### config.mk
export PLATFORM = sky130hd
export DESIGN_NAME = errgate_read_gate
export DESIGN_NICKNAME = d
export VERILOG_FILES = /design/src/rtl/errgate_pkg.sv /design/src/rtl/errgate_trap_decide.sv /design/src/rtl/errgate_rec_lookup.sv /design/src/rtl/errgate_read_gate.sv
export SDC_FILE = /design/constraint.sdc
export NUM_CORES = 1
export LEC_CHECK = 0
export BUFFER_PORTS_ARGS = -buffer_cell sky130_fd_sc_hd__buf_2
export CORE_MARGIN = 5
export CORE_UTILIZATION = 39
export DETAILED_ROUTE_END_ITERATION = 10
export GPL_ROUTABILITY_DRIVEN = 0
export PLACE_DENSITY = 0.87
export SLEW_MARGIN = 20
export SYNTH_ARGS = -nofsm -noshare
export SYNTH_HDL_FRONTEND = slang
export SYNTH_SLANG_ARGS = --single-unit
### constraint.sdc
create_clock -name clk_i -period 4.9 [get_ports clk_i]
set_clock_uncertainty 0.15 [all_clocks]
set_input_delay 1.47 -clock clk_i [delete_from_list [all_inputs] [get_ports clk_i]]
set_output_delay 1.47 -clock clk_i [all_outputs]
set_load 0.005 [all_outputs]
### src/rtl/errgate_pkg.sv
package errgate_pkg;
  typedef enum logic [1:0] {
    RES_DATA  = 2'b00,
    RES_UNDEF = 2'b01,
    RES_TRAP2 = 2'b10,
    RES_TRAP3 = 2'b11
  } res_kind_e;

  localparam logic [5:0] EC_SYSREG = 6'h18;

  typedef struct packed {
    logic       feat;
    logic       fg_impl;
    logic [1:0] lvl;
    logic       l2_en;
    logic       l3_present;
    logic       l2_fi_en;
    logic       l3_fi_en;
    logic       l3_fg_en;
    logic       fg_rd_trap;
    logic       dbg_undef_prio;
    logic       dbg_undef;
  } gate_ctrl_t;
endpackage

### src/rtl/errgate_trap_decide.sv
module errgate_trap_decide
  import errgate_pkg::*;
(
  input  gate_ctrl_t ctrl_i,
  output res_kind_e  kind_o,
  output logic [5:0] ec_o
);
  logic l3_block, fg_hit, below_top;

  assign l3_block  = ctrl_i.l3_present & ~ctrl_i.l3_fi_en;
  assign fg_hit    = ctrl_i.l2_en & ctrl_i.fg_impl &
                     (~ctrl_i.l3_present | ctrl_i.l3_fg_en) & ctrl_i.fg_rd_trap;
  assign below_top = (ctrl_i.lvl != 2'd3);

  always_comb begin
    kind_o = RES_DATA;
    if (!ctrl_i.feat || ctrl_i.lvl == 2'd0) begin
      kind_o = RES_UNDEF;
    end else if (below_top) begin
      if (l3_block && ctrl_i.dbg_undef_prio)
        kind_o = RES_UNDEF;
      else if (ctrl_i.lvl == 2'd1 && ctrl_i.l2_en && !ctrl_i.l2_fi_en)
        kind_o = RES_TRAP2;
      else if (ctrl_i.lvl == 2'd1 && fg_hit)
        kind_o = RES_TRAP2;
      else if (l3_block)
        kind_o = ctrl_i.dbg_undef ? RES_UNDEF : RES_TRAP3;
    end
  end

  assign ec_o = kind_o[1] ? EC_SYSREG : 6'h00;
endmodule

### src/rtl/errgate_rec_lookup.sv
module errgate_rec_lookup #(
  parameter int unsigned          N_REC     = 8,
  parameter int unsigned          SEL_W     = 16,
  parameter int unsigned          DATA_W    = 64,
  parameter logic [DATA_W-1:0]    DATA_SEED = 64'h7E51_0000_0000_0000
) (
  input  logic [SEL_W-1:0]   count_i,
  input  logic [SEL_W-1:0]   sel_i,
  input  logic [N_REC-1:0]   first_i,
  input  logic [2*N_REC-1:0] inj_i,
  output logic [DATA_W-1:0]  data_o
);
  localparam int unsigned IDX_W = (N_REC > 1) ? $clog2(N_REC) : 1;

  logic [DATA_W-1:0] tbl [N_REC];
  logic [1:0]        inj_f [N_REC];

  for (genvar g = 0; g < N_REC; g++) begin : g_rec
    assign tbl[g]   = DATA_SEED | DATA_W'(g);
    assign inj_f[g] = inj_i[2*g +: 2];
  end

  logic [IDX_W-1:0] idx;
  logic             in_range, present, capable;

  assign idx      = sel_i[IDX_W-1:0];
  assign in_range = (count_i != '0) && (sel_i < count_i) &&
                    (sel_i < SEL_W'(N_REC));
  assign present  = in_range && first_i[idx];
  assign capable  = present && (inj_f[idx] != 2'b00);
  assign data_o   = capable ? tbl[idx] : '0;

  always_comb begin

    if (count_i == '0) empty_count_chk: assert (data_o == '0);
  end
endmodule

### src/rtl/errgate_read_gate.sv
module errgate_read_gate
  import errgate_pkg::*;
#(
  parameter int unsigned       N_REC     = 8,
  parameter int unsigned       SEL_W     = 16,
  parameter int unsigned       DATA_W    = 64,
  parameter logic [DATA_W-1:0] DATA_SEED = 64'h7E51_0000_0000_0000
) (
  input  logic               clk_i,
  input  logic               rst_ni,
  input  logic               req_valid_i,
  output logic               req_ready_o,
  input  logic               feat_impl_i,
  input  logic               fg_impl_i,
  input  logic [1:0]         lvl_i,
  input  logic               l2_en_i,
  input  logic               l3_present_i,
  input  logic               l2_fi_en_i,
  input  logic               l3_fi_en_i,
  input  logic               l3_fg_en_i,
  input  logic               fg_rd_trap_i,
  input  logic               dbg_undef_prio_i,
  input  logic               dbg_undef_i,
  input  logic [SEL_W-1:0]   rec_count_i,
  input  logic [SEL_W-1:0]   sel_i,
  input  logic [N_REC-1:0]   rec_first_i,
  input  logic [2*N_REC-1:0] rec_inj_i,
  output logic               rsp_valid_o,
  output logic [1:0]         rsp_kind_o,
  output logic [DATA_W-1:0]  rsp_data_o,
  output logic [5:0]         rsp_ec_o
);
  gate_ctrl_t        ctrl;
  res_kind_e         dec_kind;
  logic [5:0]        dec_ec;
  logic [DATA_W-1:0] lk_data;
  logic              accept;

  assign ctrl = '{feat: feat_impl_i, fg_impl: fg_impl_i, lvl: lvl_i,
                  l2_en: l2_en_i, l3_present: l3_present_i,
                  l2_fi_en: l2_fi_en_i, l3_fi_en: l3_fi_en_i,
                  l3_fg_en: l3_fg_en_i, fg_rd_trap: fg_rd_trap_i,
                  dbg_undef_prio: dbg_undef_prio_i, dbg_undef: dbg_undef_i};

  errgate_trap_decide u_decide (
    .ctrl_i (ctrl),
    .kind_o (dec_kind),
    .ec_o   (dec_ec)
  );

  errgate_rec_lookup #(
    .N_REC(N_REC), .SEL_W(SEL_W), .DATA_W(DATA_W), .DATA_SEED(DATA_SEED)
  ) u_lookup (
    .count_i (rec_count_i),
    .sel_i   (sel_i),
    .first_i (rec_first_i),
    .inj_i   (rec_inj_i),
    .data_o  (lk_data)
  );

  assign req_ready_o = ~rsp_valid_o;
  assign accept      = req_valid_i & req_ready_o;

  always_ff @(posedge clk_i or negedge rst_ni) begin
    if (!rst_ni) begin
      rsp_valid_o <= 1'b0;
      rsp_kind_o  <= RES_DATA;
      rsp_data_o  <= '0;
      rsp_ec_o    <= '0;
    end else begin
      rsp_valid_o <= accept;
      if (accept) begin
        rsp_kind_o <= dec_kind;
        rsp_data_o <= (dec_kind == RES_DATA) ? lk_data : '0;
        rsp_ec_o   <= dec_ec;
      end
    end
  end


  rsp_after_accept_chk: assert property (@(posedge clk_i) disable iff (!rst_ni)
    rsp_valid_o |-> $past(req_valid_i && req_ready_o));

  single_pulse_chk: assert property (@(posedge clk_i) disable iff (!rst_ni)
    rsp_valid_o |=> !rsp_valid_o);

  data_zero_chk: assert property (@(posedge clk_i) disable iff (!rst_ni)
    (rsp_valid_o && rsp_kind_o != RES_DATA) |-> rsp_data_o == '0);

  ec_class_chk: assert property (@(posedge clk_i) disable iff (!rst_ni)
    rsp_valid_o |-> ((rsp_ec_o == 6'h18) == rsp_kind_o[1]));

  lvl0_undef_chk: assert property (@(posedge clk_i) disable iff (!rst_ni)
    (req_valid_i && req_ready_o && lvl_i == 2'd0) |=> rsp_kind_o == RES_UNDEF);

  lvl3_data_chk: assert property (@(posedge clk_i) disable iff (!rst_ni)
    (req_valid_i && req_ready_o && feat_impl_i && lvl_i == 2'd3)
      |=> rsp_kind_o == RES_DATA);
endmodule

==> metrics.cfg <==
[floorplanning]
die_w_microns=70.4
core_area_sq_mm=0.00361
dieArea_sq_mm=0.00496
dieHeight_microns=70.4
io_pins=145
initial_core_util_pct=39.5
std_cell_rows=22

[power_and_ir_drop]
p_per_area_mw_per_mm2=144
leakage_nw=1.00
p_sw_mw=0.0793
p_comb_share_pct=40.0
power_frac_seq_pct=25.6
power_frac_clock_pct=34.3
power_mw=0.240
intPower_mw=0.160
swShare_pct=33.1
vdd_drop_max_mv=0.0670

[clock_network]
htreeDepth=1
post_cts_buffers=0
cts_resized=0
worstSkewPairLatency_ns=0.23
cts-hold-fix-buffers=0
cts_tree=yes
numCtsBuffers=3
path_clk_slew_ns=0.04
cts_buffer_depth=2
cts.sinks=7
root_buffer=clkbuf_8

[status]
status=completed

[global_routing]
grt_use_total_pct=12.6
overflow=0
grt_pass1_wl_microns=5110
grt_pass1_vias=1232
antenna_found_initial=0
grt_max_degree=11

[critical_path]
reg2reg_slack_ns=3.05
critPathCaptureType=flop
worstPathRequired_ns=4.90
cp_max_fo=4
start_kind=input port
critical_path_class=in -> reg
critPathArrivalTime_ns=3.04

[drt]
vias=1372
routed_wl_microns=3690
route.detailed.drc=0
ant_nets=0
viasPerCell=4.43
drtPass1Iterations=4
wire_per_inst_microns=11.9
drtIter0Drc=36

[final_layout]
fin_nets=349
drive_gt1_share_pct=35.9
syn2layout_area_growth_pct=17.2
multi_input_area_sq_um=872
num-fill-cells=372
diodes=0
seqCellArea_sq_um=175

[timing]
setup-violations-final=0
fmax_mhz=329
rsz0062_at_grt=no
final.setup.tns_ns=0
holdWs_ns=0.324
finalHoldViolations=0
finalCritPeriodShare_pct=62.1
drv_slew=0
post-route-min-period_ns=3.04

[synthesis]
yosysWarnings=0
netlist_instances=182
syn-cell-area_sq_mm=0.00142
ys_types=35
synth-seq-cells=7
ys_seq_area_share_pct=12.3
avgSynthCellArea_sq_um=7.82

[flow_run]
cap_violations=0

[placed_design]
dp_hpwl_microns=3360
port_buffers=88

[hold_path]
holdCritPathClass=reg -> reg

==> final timing paths <==
path	startpoint	to	cells after the start
worst min-delay path	rsp_kind_o[0]	rsp_kind_o[0]	2
max in group asynchronous	rst_ni	rsp_data_o[0]	1
min in group asynchronous	rst_ni	rsp_data_o[61]	1
worst max-delay path	rec_count_i[6]	rsp_data_o[2]	8
worst max register to register	rsp_valid_o	rsp_data_o[2]	5
worst min register to register	rsp_kind_o[0]	rsp_kind_o[0]	2
==> power by group through the flow <==
stage / logic (mW) / registers, mW / clock network (mW)
2_1_floorplan: 0.0811 / 0.0625 / 0
3_3_place_gp: 0.0918 / 0.0621 / 0
3_5_place_dp: 0.0945 / 0.0622 / 0
4_1_cts: 0.0956 / 0.0614 / 0.0827
5_1_grt: 0.107 / 0.0616 / 0.0857
6_report: 0.0959 / 0.0614 / 0.0822
==> flip-flops by register name, summed over array words and instances (netlist names) <==
register,flops
rsp_valid_o,1
rsp_ec_o,1
rsp_data_o,4
rsp_kind_o,1
==> stage by stage <==
stage	setup WS (ns)	util [%]	instance area, sq um	cells
final	1.86	46.3	1670	310
after global routing	1.79	46.3	1670	310
after CTS	1.86	46.3	1670	310
after detailed placement	1.62	45.0	1620	306
after global placement	1.78	45.0	1620	306
after floorplan	1.93	-	1630	237
==> final cells by class <==
| class | count | share of cell area (%) |
|---|---|---|
| Tap cell | 48 | 3.60 |
| Timing Repair Buffer | 88 | 26.4 |
| Clock buffer | 4 | 2.70 |
| Sequential cell | 7 | 10.5 |
| Multi-Input combinational cell | 143 | 52.3 |
| Inverter | 20 | 4.50 |
==> metal layers <==
metal	wire (microns)	vias up	track usage (%)
met5	0	-	0
met3	463	8	3.45
met1	1290	598	12.9
met4	86	0	6.38
met2	1840	89	23.1
li1	-	677	-
==> cells in the final DEF, fill, tap and decap left out, types with 2 or more instances in the layout <==
| cell | instances |
|---|---|
| buf_2 | 88 |
| conb_1 | 56 |
| inv_1 | 20 |
| ha_1 | 15 |
| nand2_1 | 8 |
| nor4_1 | 8 |
| o21ai_1 | 7 |
| dfrtp_1 | 7 |
| nand4_1 | 6 |
| o21ai_0 | 5 |
| nand2b_1 | 4 |
| o211ai_1 | 4 |
| o2111ai_1 | 3 |
| nor2_1 | 3 |
| clkbuf_8 | 3 |
| nor2b_1 | 2 |
| a211oi_1 | 2 |
| a21o_1 | 2 |
| nand3_1 | 2 |
==> cells in the mapped netlist, drive strengths merged <==
| master | count | area, sq um |
|---|---|---|
| o32ai | 1 | 8.76 |
| conb | 1 | 3.75 |
| nand2 | 8 | 30.0 |
| nand4 | 6 | 37.5 |
| maj3 | 1 | 10.0 |
| nor2 | 3 | 11.3 |
| nand3 | 2 | 10.0 |
| mux4 | 1 | 22.5 |
| ha | 15 | 188 |
| nor4 | 8 | 50.1 |
| dfrtp | 7 | 175 |
| nor3 | 1 | 5.00 |
| o21a | 1 | 7.51 |
| a211oi | 2 | 15.0 |
| buf | 67 | 507 |
| a21o | 2 | 15.0 |
| nor2b | 2 | 12.5 |
| o311ai | 1 | 8.76 |
| a31oi | 1 | 6.26 |
| o2111ai | 3 | 26.3 |
| nand2b | 4 | 25.0 |
| o311a | 1 | 10.0 |
| o211ai | 4 | 30.0 |
| a2111oi | 1 | 15.0 |
| and4 | 1 | 8.76 |
| a22o | 1 | 8.76 |
| inv | 20 | 75.1 |
| o21ai | 13 | 68.8 |
| a221o | 1 | 10.0 |
| a21oi | 1 | 5.00 |
| xnor2 | 1 | 8.76 |
| nor3b | 1 | 7.51 |
==> critical path, stage by stage <==
cell      delay, ns
buf_2          0.10
inv_1          0.04
ha_1           0.32
a21o_1         0.19
a211oi_1       0.27
o21ai_1        0.11
a221o_1        0.38
o21ai_1        0.16
==> logic make-up (layout without fill, tap and decap cells) <==
| logic type | count (synthesis) | in the layout | share of synthesized area, % |
|---|---|---|---|
| AOI/OAI and AO/OA | 33 | 33 | 16.5 |
| xor gates and xnor gates | 1 | 1 | 0.616 |
| adders and majority gates | 16 | 16 | 13.9 |
| buffers and inverters | 87 | 112 | 40.9 |
| DFF | 7 | 7 | 12.3 |
| muxes | 1 | 1 | 1.58 |
| other | 1 | 56 | 0.264 |
| and+or+nand+nor | 36 | 36 | 13.9 |
(Power assumes the default switching activity.)
